[config.mk]
export PLATFORM = sky130hd
export DESIGN_NAME = tmr_irq_flags
export DESIGN_NICKNAME = d
export VERILOG_FILES = /design/src/rtl/tmr_irq_pkg.sv /design/src/rtl/tmr_flag_cell.sv /design/src/rtl/tmr_ovw_detect.sv /design/src/rtl/tmr_irq_flags.sv
export SDC_FILE = /design/constraint.sdc
export NUM_CORES = 1
export LEC_CHECK = 0
export ABC_CLOCK_PERIOD_IN_PS = 2600
export BUFFER_PORTS_ARGS = -buffer_cell sky130_fd_sc_hd__clkbuf_2
export CAP_MARGIN = 0
export CORE_MARGIN = 5
export CORE_UTILIZATION = 44
export DETAILED_ROUTE_END_ITERATION = 8
export PLACE_DENSITY = 0.82
export REMOVE_ABC_BUFFERS = 1
export SLEW_MARGIN = 20
export SYNTH_ARGS = -nofsm -noshare
export SYNTH_HDL_FRONTEND = slang
export SYNTH_SLANG_ARGS = --single-unit
[constraint.sdc]
create_clock -name clk -period 2.6 [get_ports clk]
set_clock_uncertainty 0.05 [all_clocks]
set_input_delay 0.52 -clock clk [delete_from_list [all_inputs] [get_ports clk]]
set_output_delay 0.52 -clock clk [all_outputs]
set_load 0.03 [all_outputs]
[src/rtl/tmr_irq_pkg.sv]
package tmr_irq_pkg;
  localparam int REG_W  = 16;
  localparam int ADDR_W = 2;
  localparam int NFLAG  = 6;
  localparam int NCAP   = 2;

  localparam int BIT_CMP_A = 0;
  localparam int BIT_CMP_B = 1;
  localparam int BIT_CAP_A = 2;
  localparam int BIT_CAP_B = 3;
  localparam int BIT_OVW_A = 4;
  localparam int BIT_OVW_B = 5;

  localparam logic [ADDR_W-1:0] ADDR_FLAGS  = 2'd0;
  localparam logic [ADDR_W-1:0] ADDR_ENABLE = 2'd1;

  // Request is pending when any flag meets its enable.
  function automatic logic any_pending(input logic [NFLAG-1:0] flags,
                                       input logic [NFLAG-1:0] en);
    return |(flags & en);
  endfunction

  // A capture overwrites when its flag is still held.
  function automatic logic [NCAP-1:0] overwrite_of(input logic [NCAP-1:0] evt,
                                                   input logic [NCAP-1:0] held);
    return evt & held;
  endfunction
endpackage

[src/rtl/tmr_flag_cell.sv]
module tmr_flag_cell (
  input  logic clk,
  input  logic rst_n,
  input  logic set_i,
  input  logic clr_i,
  output logic flag_o
);
  always_ff @(posedge clk) begin
    if (!rst_n)     flag_o <= 1'b0;
    else if (set_i) flag_o <= 1'b1;
    else if (clr_i) flag_o <= 1'b0;
  end

  AST_SET_WINS: assert property (@(posedge clk) disable iff (!rst_n)
    set_i |=> flag_o);
  AST_CLR_TAKES: assert property (@(posedge clk) disable iff (!rst_n)
    (clr_i && !set_i) |=> !flag_o);
  AST_FLAG_HOLDS: assert property (@(posedge clk) disable iff (!rst_n)
    (!clr_i && !set_i) |=> $stable(flag_o));
endmodule

[src/rtl/tmr_ovw_detect.sv]
module tmr_ovw_detect
  import tmr_irq_pkg::*;
#(
  parameter int N = NCAP
) (
  input  logic [N-1:0] cap_evt_i,
  input  logic [N-1:0] cap_flag_i,
  output logic [N-1:0] ovw_evt_o
);
  for (genvar i = 0; i < N; i++) begin : g_ovw
    logic [N-1:0] one_hot;
    always_comb begin
      one_hot    = '0;
      one_hot[i] = 1'b1;
    end
    assign ovw_evt_o[i] = |overwrite_of(cap_evt_i & one_hot, cap_flag_i & one_hot);
  end
endmodule

[src/rtl/tmr_irq_flags.sv]
module tmr_irq_flags
  import tmr_irq_pkg::*;
#(
  parameter int DW = REG_W,
  parameter int AW = ADDR_W
) (
  input  logic          clk,
  input  logic          rst_n,
  input  logic          cmp_a_hit,
  input  logic          cmp_b_hit,
  input  logic          cap_a_load,
  input  logic          cap_b_load,
  input  logic [AW-1:0] bus_addr,
  input  logic          bus_we,
  input  logic [DW-1:0] bus_wdata,
  output logic [DW-1:0] bus_rdata,
  output logic          irq
);
  localparam int PAD_W = DW - NFLAG;

  logic [NFLAG-1:0] flags_q;
  logic [NFLAG-1:0] en_q;
  logic [NFLAG-1:0] set_vec;
  logic [NFLAG-1:0] clr_vec;
  logic [NCAP-1:0]  ovw_evt;
  logic             wr_flags;
  logic             wr_enable;
  logic             wdata_unused;

  assign wr_flags     = bus_we && (bus_addr == AW'(ADDR_FLAGS));
  assign wr_enable    = bus_we && (bus_addr == AW'(ADDR_ENABLE));
  assign wdata_unused = ^bus_wdata[DW-1:NFLAG];

  tmr_ovw_detect #(.N(NCAP)) u_ovw (
    .cap_evt_i  ({cap_b_load, cap_a_load}),
    .cap_flag_i (flags_q[BIT_CAP_B:BIT_CAP_A]),
    .ovw_evt_o  (ovw_evt)
  );

  always_comb begin
    set_vec                       = '0;
    set_vec[BIT_CMP_A]            = cmp_a_hit;
    set_vec[BIT_CMP_B]            = cmp_b_hit;
    set_vec[BIT_CAP_A]            = cap_a_load;
    set_vec[BIT_CAP_B]            = cap_b_load;
    set_vec[BIT_OVW_B:BIT_OVW_A]  = ovw_evt;
    clr_vec = wr_flags ? bus_wdata[NFLAG-1:0] : '0;
  end

  for (genvar i = 0; i < NFLAG; i++) begin : g_flag
    tmr_flag_cell u_cell (
      .clk    (clk),
      .rst_n  (rst_n),
      .set_i  (set_vec[i]),
      .clr_i  (clr_vec[i]),
      .flag_o (flags_q[i])
    );
  end

  always_ff @(posedge clk) begin
    if (!rst_n)         en_q <= '0;
    else if (wr_enable) en_q <= bus_wdata[NFLAG-1:0];
  end

  always_comb begin
    if (bus_addr == AW'(ADDR_FLAGS))       bus_rdata = {{PAD_W{1'b0}}, flags_q};
    else if (bus_addr == AW'(ADDR_ENABLE)) bus_rdata = {{PAD_W{1'b0}}, en_q};
    else                                   bus_rdata = '0;
  end

  assign irq = any_pending(flags_q, en_q);

  AST_OVW_A_RAISE: assert property (@(posedge clk) disable iff (!rst_n)
    (cap_a_load && flags_q[BIT_CAP_A]) |=> (flags_q[BIT_OVW_A] && flags_q[BIT_CAP_A]));
  AST_OVW_B_RAISE: assert property (@(posedge clk) disable iff (!rst_n)
    (cap_b_load && flags_q[BIT_CAP_B]) |=> (flags_q[BIT_OVW_B] && flags_q[BIT_CAP_B]));
  AST_RSVD_ZERO: assert property (@(posedge clk) disable iff (!rst_n)
    bus_rdata[DW-1:NFLAG] == '0);
  AST_IRQ_NEEDS_FLAG: assert property (@(posedge clk) disable iff (!rst_n)
    irq |-> (flags_q != '0 && en_q != '0));
  AST_OTHER_ADDR_QUIET: assert property (@(posedge clk) disable iff (!rst_n)
    (!wr_flags && !wr_enable && set_vec == '0) |=> ($stable(flags_q) && $stable(en_q)));
endmodule

==> flow_summary.yaml, run 1 <==
status:
  status: "completed"
clock_network:
  clock_sinks: 12
  root_buffer: "clkbuf_4"
  ctsHoldBuffers: 0
  cts.htree.levels: 1
  insertion_delay_ps: 270
  tritoncts: "built"
  cts_buffer_depth: 2
  clk_pin_slew_ps: 80
  ctsResizeCount: 0
  numCtsBuffers: 3
  cts_setup_buffers: 0
worst_setup_path:
  critPathLaunchType: "primary input"
  crit_type: "primary input to output pin"
  critPathCaptureType: "output pin"
  critPathMaxFanout: 8
  cp.required_ps: 2030
  crit_arrival_ps: 1220
layout:
  utilization_pct: 52.0
  fillers: 147
  area.sequential_um2: 240
  multi_input_area_um2: 354
  post-route-cell-area_um2: 774
  synthToLayoutAreaGrowth_pct: 13.0
  layout-drive-gt1-share_pct: 25.5
  antennaDiodeCount: 0
  nets: 128
  instances_no_fill: 118
run:
  max_cap_violations: 0
synth:
  synth_top_family_by_area: "buffers and inverters"
  synth_warnings: 0
  synth_common_cells: "nand2_1, buf_4, dfxtp_1, mux2i_1, nor2_1"
  synth-simple-area-share_pct: 14.8
  synthMuxAreaShare_pct: 17.5
  synthXorXnorAreaFrac_pct: 0
  synth_compound_area_share_pct: 13.9
  synthesis.instances: 82
  yosys.area.top_type: "dfxtp_1"
  yosysMostFrequentCell: "nand2_1"
  synth_adder_area_share_pct: 0
  synth_area_leaders: "dfxtp_1, mux2i_1, buf_4"
  synth_edf_count: 0
  ys_ff_latch: 12
  yosysSeqAreaShare_pct: 35.0
  async_flop_share_pct: 0
  syn_area_um2: 686
  synth_top_area_share_pct: 35.0
  ys_types: 17
  synth.avg_cell_area_um2: 8.36
  ys.flop_type: "dfxtp_1"
drt:
  drt_wl_total_um: 1420
  drtIter0Drc: 11
  ant_nets: 0
  vias: 591
  drc: 0
  wl_per_cell_um: 12.0
  firstDrtPassIters: 3
  viasPerCell: 5.01
pwr:
  vdd_ir_drop_max_uv: 200
  power.total_mw: 0.432
  combinationalPowerShare_pct: 19.3
  internal_power_mw: 0.305
  p_per_area_nw_per_um2: 557
  netSwitchingFraction_pct: 29.4
  switchingPower_mw: 0.127
  seq_power_share_pct: 46.8
  p_leak_nw: 0.384
  p_clk_share_pct: 33.9
global_routing:
  grt_pass1_vias: 555
  antenna_found_initial: 0
  use_met2_pct: 20.0
  use_met3_pct: 3.01
  busiest_layer: "met2"
  grt_max_degree: 18
  grt_use_met1_pct: 13.8
  grt_first_pass_wirelength_um: 2350
  track_usage_pct: 12.0
  grt-ovfl-total: 0
timing:
  post-route-min-period_ps: 1790
  fin_tns_setup_ps: 0
  fin_crit_sh_pct: 69.0
  hold_violations: 0
  fmax_mhz: 558
  setup_violations: 0
  slew_violations: 0
  rsz0062_at_grt: "no"
floorplanning:
  core_um2: 1490
  fp.dieW_um: 49.5
  start_util_pct: 46.1
  dieHeight_um: 49.5
  io_pins: 42
  die_area_um2: 2450
  rows: 14
placement:
  dpl.cell_count: 114
  numPortBuffers: 21
  place_congestion: 0.809
  dp_hpwl_um: 1110
  place_area_um2: 738
min_path:
  hp-class: "primary input to flop"
[kinds of logic (layout without fill, tap and decap cells)]
logic type             count (synthesis)  count (layout)
buffers and inverters                 19              30
AND/OR/NAND/NOR                       23              23
multiplexers                          12              12
AO/OA/AOI/OAI                         15              15
flip-flops                            12              12
other                                  1              10
[state kept, by name (all words and copies together), names as in the netlist]
name,count
en_q,6
g_flag.u_cell.flag_o,6
[worst paths after layout]
path / startpoint / to / slack, ps / cells after the start
hold / removal: bus_wdata[2] / g_flag[2].u_cell.flag_o / 390 / 2
setup reg to reg: g_flag[2].u_cell.flag_o / g_flag[4].u_cell.flag_o / 1740 / 2
setup / recovery: bus_addr[0] / bus_rdata[3] / 810 / 4
hold reg to reg: en_q[5] / en_q[5] / 430 / 2
[per-stage QoR]
step	hold slack (ps)	setup WS, ps
floorplan	397	1000
global placement	411	833
detailed placement	419	797
CTS	388	798
global route	382	747
finish	393	806
[routing by layer]
layer / wire (µm) / part of all wire (%)
met2: 671 / 47
met4: 16 / 1.1
met3: 109 / 7.7
met1: 622 / 44
met5: 0 / 0
[layout by cell type, fill, tap and decap left out, drive strengths merged]
| cell | synthesis | layout |
|---|---|---|
| a21oi | 2 | 2 |
| a22oi | 3 | 3 |
| a311oi | 2 | 2 |
| a31oi | 4 | 4 |
| and3b | 1 | 1 |
| clkbuf | 0 | 25 |
| conb | 1 | 10 |
| dfxtp | 12 | 12 |
| inv | 5 | 5 |
| mux2i | 12 | 12 |
| nand2 | 14 | 14 |
| nand3 | 1 | 1 |
| nor2 | 6 | 6 |
| nor3b | 1 | 1 |
| o21ai | 4 | 4 |
[critical path, stage by stage]
cell      delay (ps)
clkbuf_2         230
mux2i_1          220
nor2_1            60
clkbuf_2         180
[power groups by stage]
stage               clock network (mW)  logic (mW)  registers [mW]
finish                           0.146      0.0832           0.202
floorplan                            0      0.0545           0.204
global route                     0.162      0.0913           0.203
CTS                              0.150      0.0835           0.202
global placement                     0      0.0806           0.206
detailed placement                   0      0.0829           0.206
[area by class of cell]
cell class | instances | area share (%)
repair buffers | 21 | 13.6
multi-input cells | 60 | 45.7
well taps | 16 | 2.58
clock buffers | 4 | 4.68
inverters | 5 | 2.42
flip-flops and latches | 12 | 31.0
(Power assumes the default switching activity.)
==> inputs of run 2 (changes only) <==
ABC_CLOCK_PERIOD_IN_PS = 1600   (was 2600)
CORE_UTILIZATION = 37   (was 44)
PLACE_DENSITY = 0.73   (was 0.82)
clock period = 1.6 ns   (was 2.6 ns; I/O delays follow)
==> flow_summary.yaml, run 2 (synthesis gave the netlist of run 1 again) <==
status:
  status: "completed"
global_routing:
  grt_first_pass_wirelength_um: 2190
  grt_pass1_vias: 511
  track_usage_pct: 10.5
  antenna_found_initial: 0
  grt-ovfl-total: 0
  grt_max_degree: 18
placement:
  dp_hpwl_um: 1060
  numPortBuffers: 21
  place_congestion: 0.720
  dpl.cell_count: 123
timing:
  fin_tns_setup_ps: 0
  post-route-min-period_ps: 1480
  setup_violations: 0
  fin_crit_sh_pct: 92.6
  hold_violations: 0
  slew_violations: 0
  rsz0062_at_grt: "no"
  fmax_mhz: 675
clock_network:
  insertion_delay_ps: 280
  numCtsBuffers: 3
  cts_buffer_depth: 2
  clock_sinks: 12
  root_buffer: "clkbuf_4"
  cts_setup_buffers: 0
  clk_pin_slew_ps: 80
  ctsResizeCount: 0
  ctsHoldBuffers: 0
  tritoncts: "built"
  cts.htree.levels: 1
drt:
  viasPerCell: 4.52
  firstDrtPassIters: 4
  vias: 574
  highest_layer: "met4"
  drc: 0
  wl_per_cell_um: 10.6
  ant_nets: 0
  wl_met3_um: 166
  drt_wl_total_um: 1350
  wl_met1_um: 539
  wl_met2_um: 613
  drtIter0Drc: 8
worst_setup_path:
  critPathMaxFanout: 5
  crit_arrival_ps: 1110
  critPathLaunchType: "flop"
  crit_chain: "a22oi_1 -> nand3_1 -> clkbuf_2"
  worst-path-stages: 3
  cp_slowest_cell: "dfxtp_1"
  critical_path.max_stage_delay_ps: 340
  critPathCaptureType: "output pin"
  crit_type: "flop to output pin"
  ff2ff_path_depth: 2
  cp_top_family: "flip-flops"
  cp.required_ps: 1230
  cp_num_buf_inv: 1
floorplanning:
  start_util_pct: 39.3
  rows: 15
  core_um2: 1750
  dieHeight_um: 53.0
  die_area_um2: 2810
  io_pins: 42
  fp.dieW_um: 53.0
min_path:
  min_path_cells: 2
  hp-class: "primary input to flop"
layout:
  reg_top3: "en_q x6, g_flag.u_cell.flag_o x6"
  nets: 128
  mostFrequentLayoutCell: "clkbuf_2"
  utilization_pct: 45.0
  final_cell_mix: "clkbuf_2, nand2_1, mux2i_1, dfxtp_1, conb_1"
  layout-drive-gt1-share_pct: 25.5
  instances_no_fill: 127
  synthToLayoutAreaGrowth_pct: 14.6
  antennaDiodeCount: 0
pwr:
  vdd_ir_drop_max_uv: 294
  p_leak_nw: 0.384
  p_per_area_nw_per_um2: 898
  power.total_mw: 0.706
run:
  max_cap_violations: 0
==> run 2: cell counts in the layout (fill, tap and decap cells not counted) <==
Identical to the previous run, type by type.
==> run 2: layer usage <==
| metal | vias to the layer above | GRT usage (%) |
|---|---|---|
| li1 | 302 | - |
| met1 | 241 | 12.7 |
| met2 | 28 | 17.4 |
| met3 | 3 | 2.25 |
| met4 | 0 | 5.11 |
| met5 | - | 0 |
==> run 2: per-stage QoR <==
stage	area, µm²	hold WS [ps]	setup WS (ps)
after floorplan	613	370	396
after global placement	749	414	228
after detailed placement	749	418	222
after CTS	786	183	111
after global routing	786	193	41.7
final	786	184	119
==> run 2: final timing paths <==
kind / slack [ps] / end / start
setup / recovery: 120 / irq / g_flag[2].u_cell.flag_o
hold reg to reg: 430 / en_q[2] / en_q[2]
hold / removal: 180 / g_flag[0].u_cell.flag_o / bus_wdata[0]
setup reg to reg: 720 / g_flag[5].u_cell.flag_o / g_flag[3].u_cell.flag_o
==> run 2: worst register-to-register path, stage by stage (launching register included) <==
cell      delay [ps]
dfxtp_1          400
a21oi_1           80
a311oi_1         260
==> run 2: power breakdown <==
part           switching, mW  total [mW]  internal [mW]  leakage [nW]
Clock                  0.105       0.244          0.139        0.0210
Combinational         0.0914       0.133         0.0420         0.265
Sequential            0.0136       0.328          0.315        0.0987
Total                  0.210       0.706          0.495         0.384
==> run 2: cell type report <==
class / count / area (µm²)
flip-flops and latches: 12 / 240
fillers: 181 / 960
inverters: 5 / 18.8
well taps: 25 / 31.3
multi-input cells: 60 / 354
clock buffers: 4 / 36.3
repair buffers: 21 / 105
==> inputs of run 3 (changes only) <==
CORE_ASPECT_RATIO = 1.2   (was default)
PLACE_DENSITY = default   (was 0.73)
PLACE_DENSITY_LB_ADDON = 0.3   (was default)
==> flow_summary.yaml, run 3 (synthesis gave the netlist of run 1 again) <==
status:
  status: "completed"
layout:
  nets: 128
  instances_no_fill: 120
  antennaDiodeCount: 0
  reg_top3: "en_q x6, g_flag.u_cell.flag_o x6"
  fillers: 188
  synthToLayoutAreaGrowth_pct: 11.5
  post-route-cell-area_um2: 764
  final_cell_mix: "clkbuf_2, nand2_1, mux2i_1, dfxtp_1, conb_1"
  utilization_pct: 42.3
  layout-drive-gt1-share_pct: 24.8
  mostFrequentLayoutCell: "clkbuf_2"
drt:
  firstDrtPassIters: 4
  drtIter0Drc: 12
  wl_per_cell_um: 11.9
  viasPerCell: 4.96
  vias: 595
  ant_nets: 0
  drt_wl_total_um: 1430
  drc: 0
floorplanning:
  dieHeight_um: 57.2
  die_area_um2: 2820
  io_pins: 42
  rows: 17
  core_um2: 1810
  fp.dieW_um: 49.3
  start_util_pct: 37.9
timing:
  fin_crit_sh_pct: 92.9
  post-route-min-period_ps: 1490
  slew_violations: 0
  rsz0062_at_grt: "no"
  setup_violations: 0
  worst_slack_ps: 114
  hold_violations: 0
  fmax_mhz: 673
  fin_tns_setup_ps: 0
worst_setup_path:
  crit_type: "flop to output pin"
  r2r-start: "g_flag[3].u_cell.flag_o"
  worstReg2RegEnd: "g_flag[5].u_cell.flag_o"
  r2r_slack_ps: 760
  critPathCaptureType: "output pin"
  critPathMaxFanout: 5
  crit_chain: "a22oi_1 -> nand3_1 -> clkbuf_2"
  ff2ff_path_depth: 2
  critical_path.max_stage_delay_ps: 340
  critPathLaunchType: "flop"
  cp.required_ps: 1230
  cp_slowest_cell: "dfxtp_1"
  crit_arrival_ps: 1120
global_routing:
  grt_pass1_vias: 529
  grt_max_degree: 18
  grt_first_pass_wirelength_um: 2220
  antenna_found_initial: 0
  track_usage_pct: 10.1
  grt-ovfl-total: 0
clock_network:
  numCtsBuffers: 3
  clk_pin_slew_ps: 70
  tritoncts: "built"
  ctsResizeCount: 0
  clock_sinks: 12
  cts_setup_buffers: 0
  cts.htree.levels: 1
  cts_buffer_depth: 2
  insertion_delay_ps: 270
  ctsHoldBuffers: 0
  root_buffer: "clkbuf_4"
placement:
  dp_hpwl_um: 1120
  dpl_worst_slack_ps: 194
  numPortBuffers: 21
  place_area_um2: 742
  dpl.cell_count: 117
  place_congestion: 0.736
pwr:
  vdd_ir_drop_max_uv: 229
  p_leak_nw: 0.377
  p_per_area_nw_per_um2: 845
run:
  max_cap_violations: 0
min_path:
  min_path_cells: 2
  hold_start: "bus_wdata[2]"
  hp-class: "primary input to flop"
  holdPathEnd: "g_flag[2].u_cell.flag_o"
[run 3: cell types whose count changed in the layout (fill, tap and decap cells not counted)]
cell | before | now
clkbuf_8 | 1 | 0
[run 3: worst max-delay path: cells and delay by family, from the launching register on]
kind | cells | cell delay, ps
AO/OA/AOI/OAI | 1 | 210
buffers and inverters | 1 | 190
flip-flops | 1 | 340
AND/OR/NAND/NOR | 1 | 100
[run 3: stage by stage]
| step | hold WS, ps | power, mW |
|---|---|---|
| final | 191 | 0.646 |
| after floorplan | 370 | 0.420 |
| after global placement | 414 | 0.468 |
| after global routing | 176 | 0.691 |
| after detailed placement | 415 | 0.470 |
| after CTS | 180 | 0.656 |
[run 3: worst max path at each step]
| stage | cells after the start | startpoint | slack, ps | to |
|---|---|---|---|---|
| 3_5_place_dp | 4 | bus_addr[0] | 190 | bus_rdata[1] |
| 6_report | 3 | g_flag[2].u_cell.flag_o | 110 | irq |
| 3_3_place_gp | 4 | bus_addr[0] | 230 | bus_rdata[5] |
| 5_1_grt | 3 | g_flag[3].u_cell.flag_o | 30 | bus_rdata[3] |
| 4_1_cts | 3 | g_flag[2].u_cell.flag_o | 100 | irq |
| 2_1_floorplan | 2 | g_flag[2].u_cell.flag_o | 400 | bus_rdata[2] |
[run 3: area by class of cell]
class,instances,area [µm²],share of cell area [%]
inverters,5,18.8,2.45
multi-input cells,60,354,46.3
well taps,19,23.8,3.11
clock buffers,3,22.5,2.95
flip-flops and latches,12,240,31.4
repair buffers,21,105,13.7
[run 3: routing by layer]
metal | wire, µm | global-route usage, % | vias up
li1 | - | - | 297
met1 | 598 | 11.7 | 274
met2 | 693 | 15.5 | 21
met3 | 106 | 2.61 | 3
met4 | 29 | 8.08 | 0
met5 | 0 | 0 | -
[run 3: power by group]
group	switching, mW	internal (mW)	leakage (nW)
sequential	0.0139	0.315	0.0987
combinational	0.0924	0.0420	0.265
clock	0.0953	0.0872	0.0138
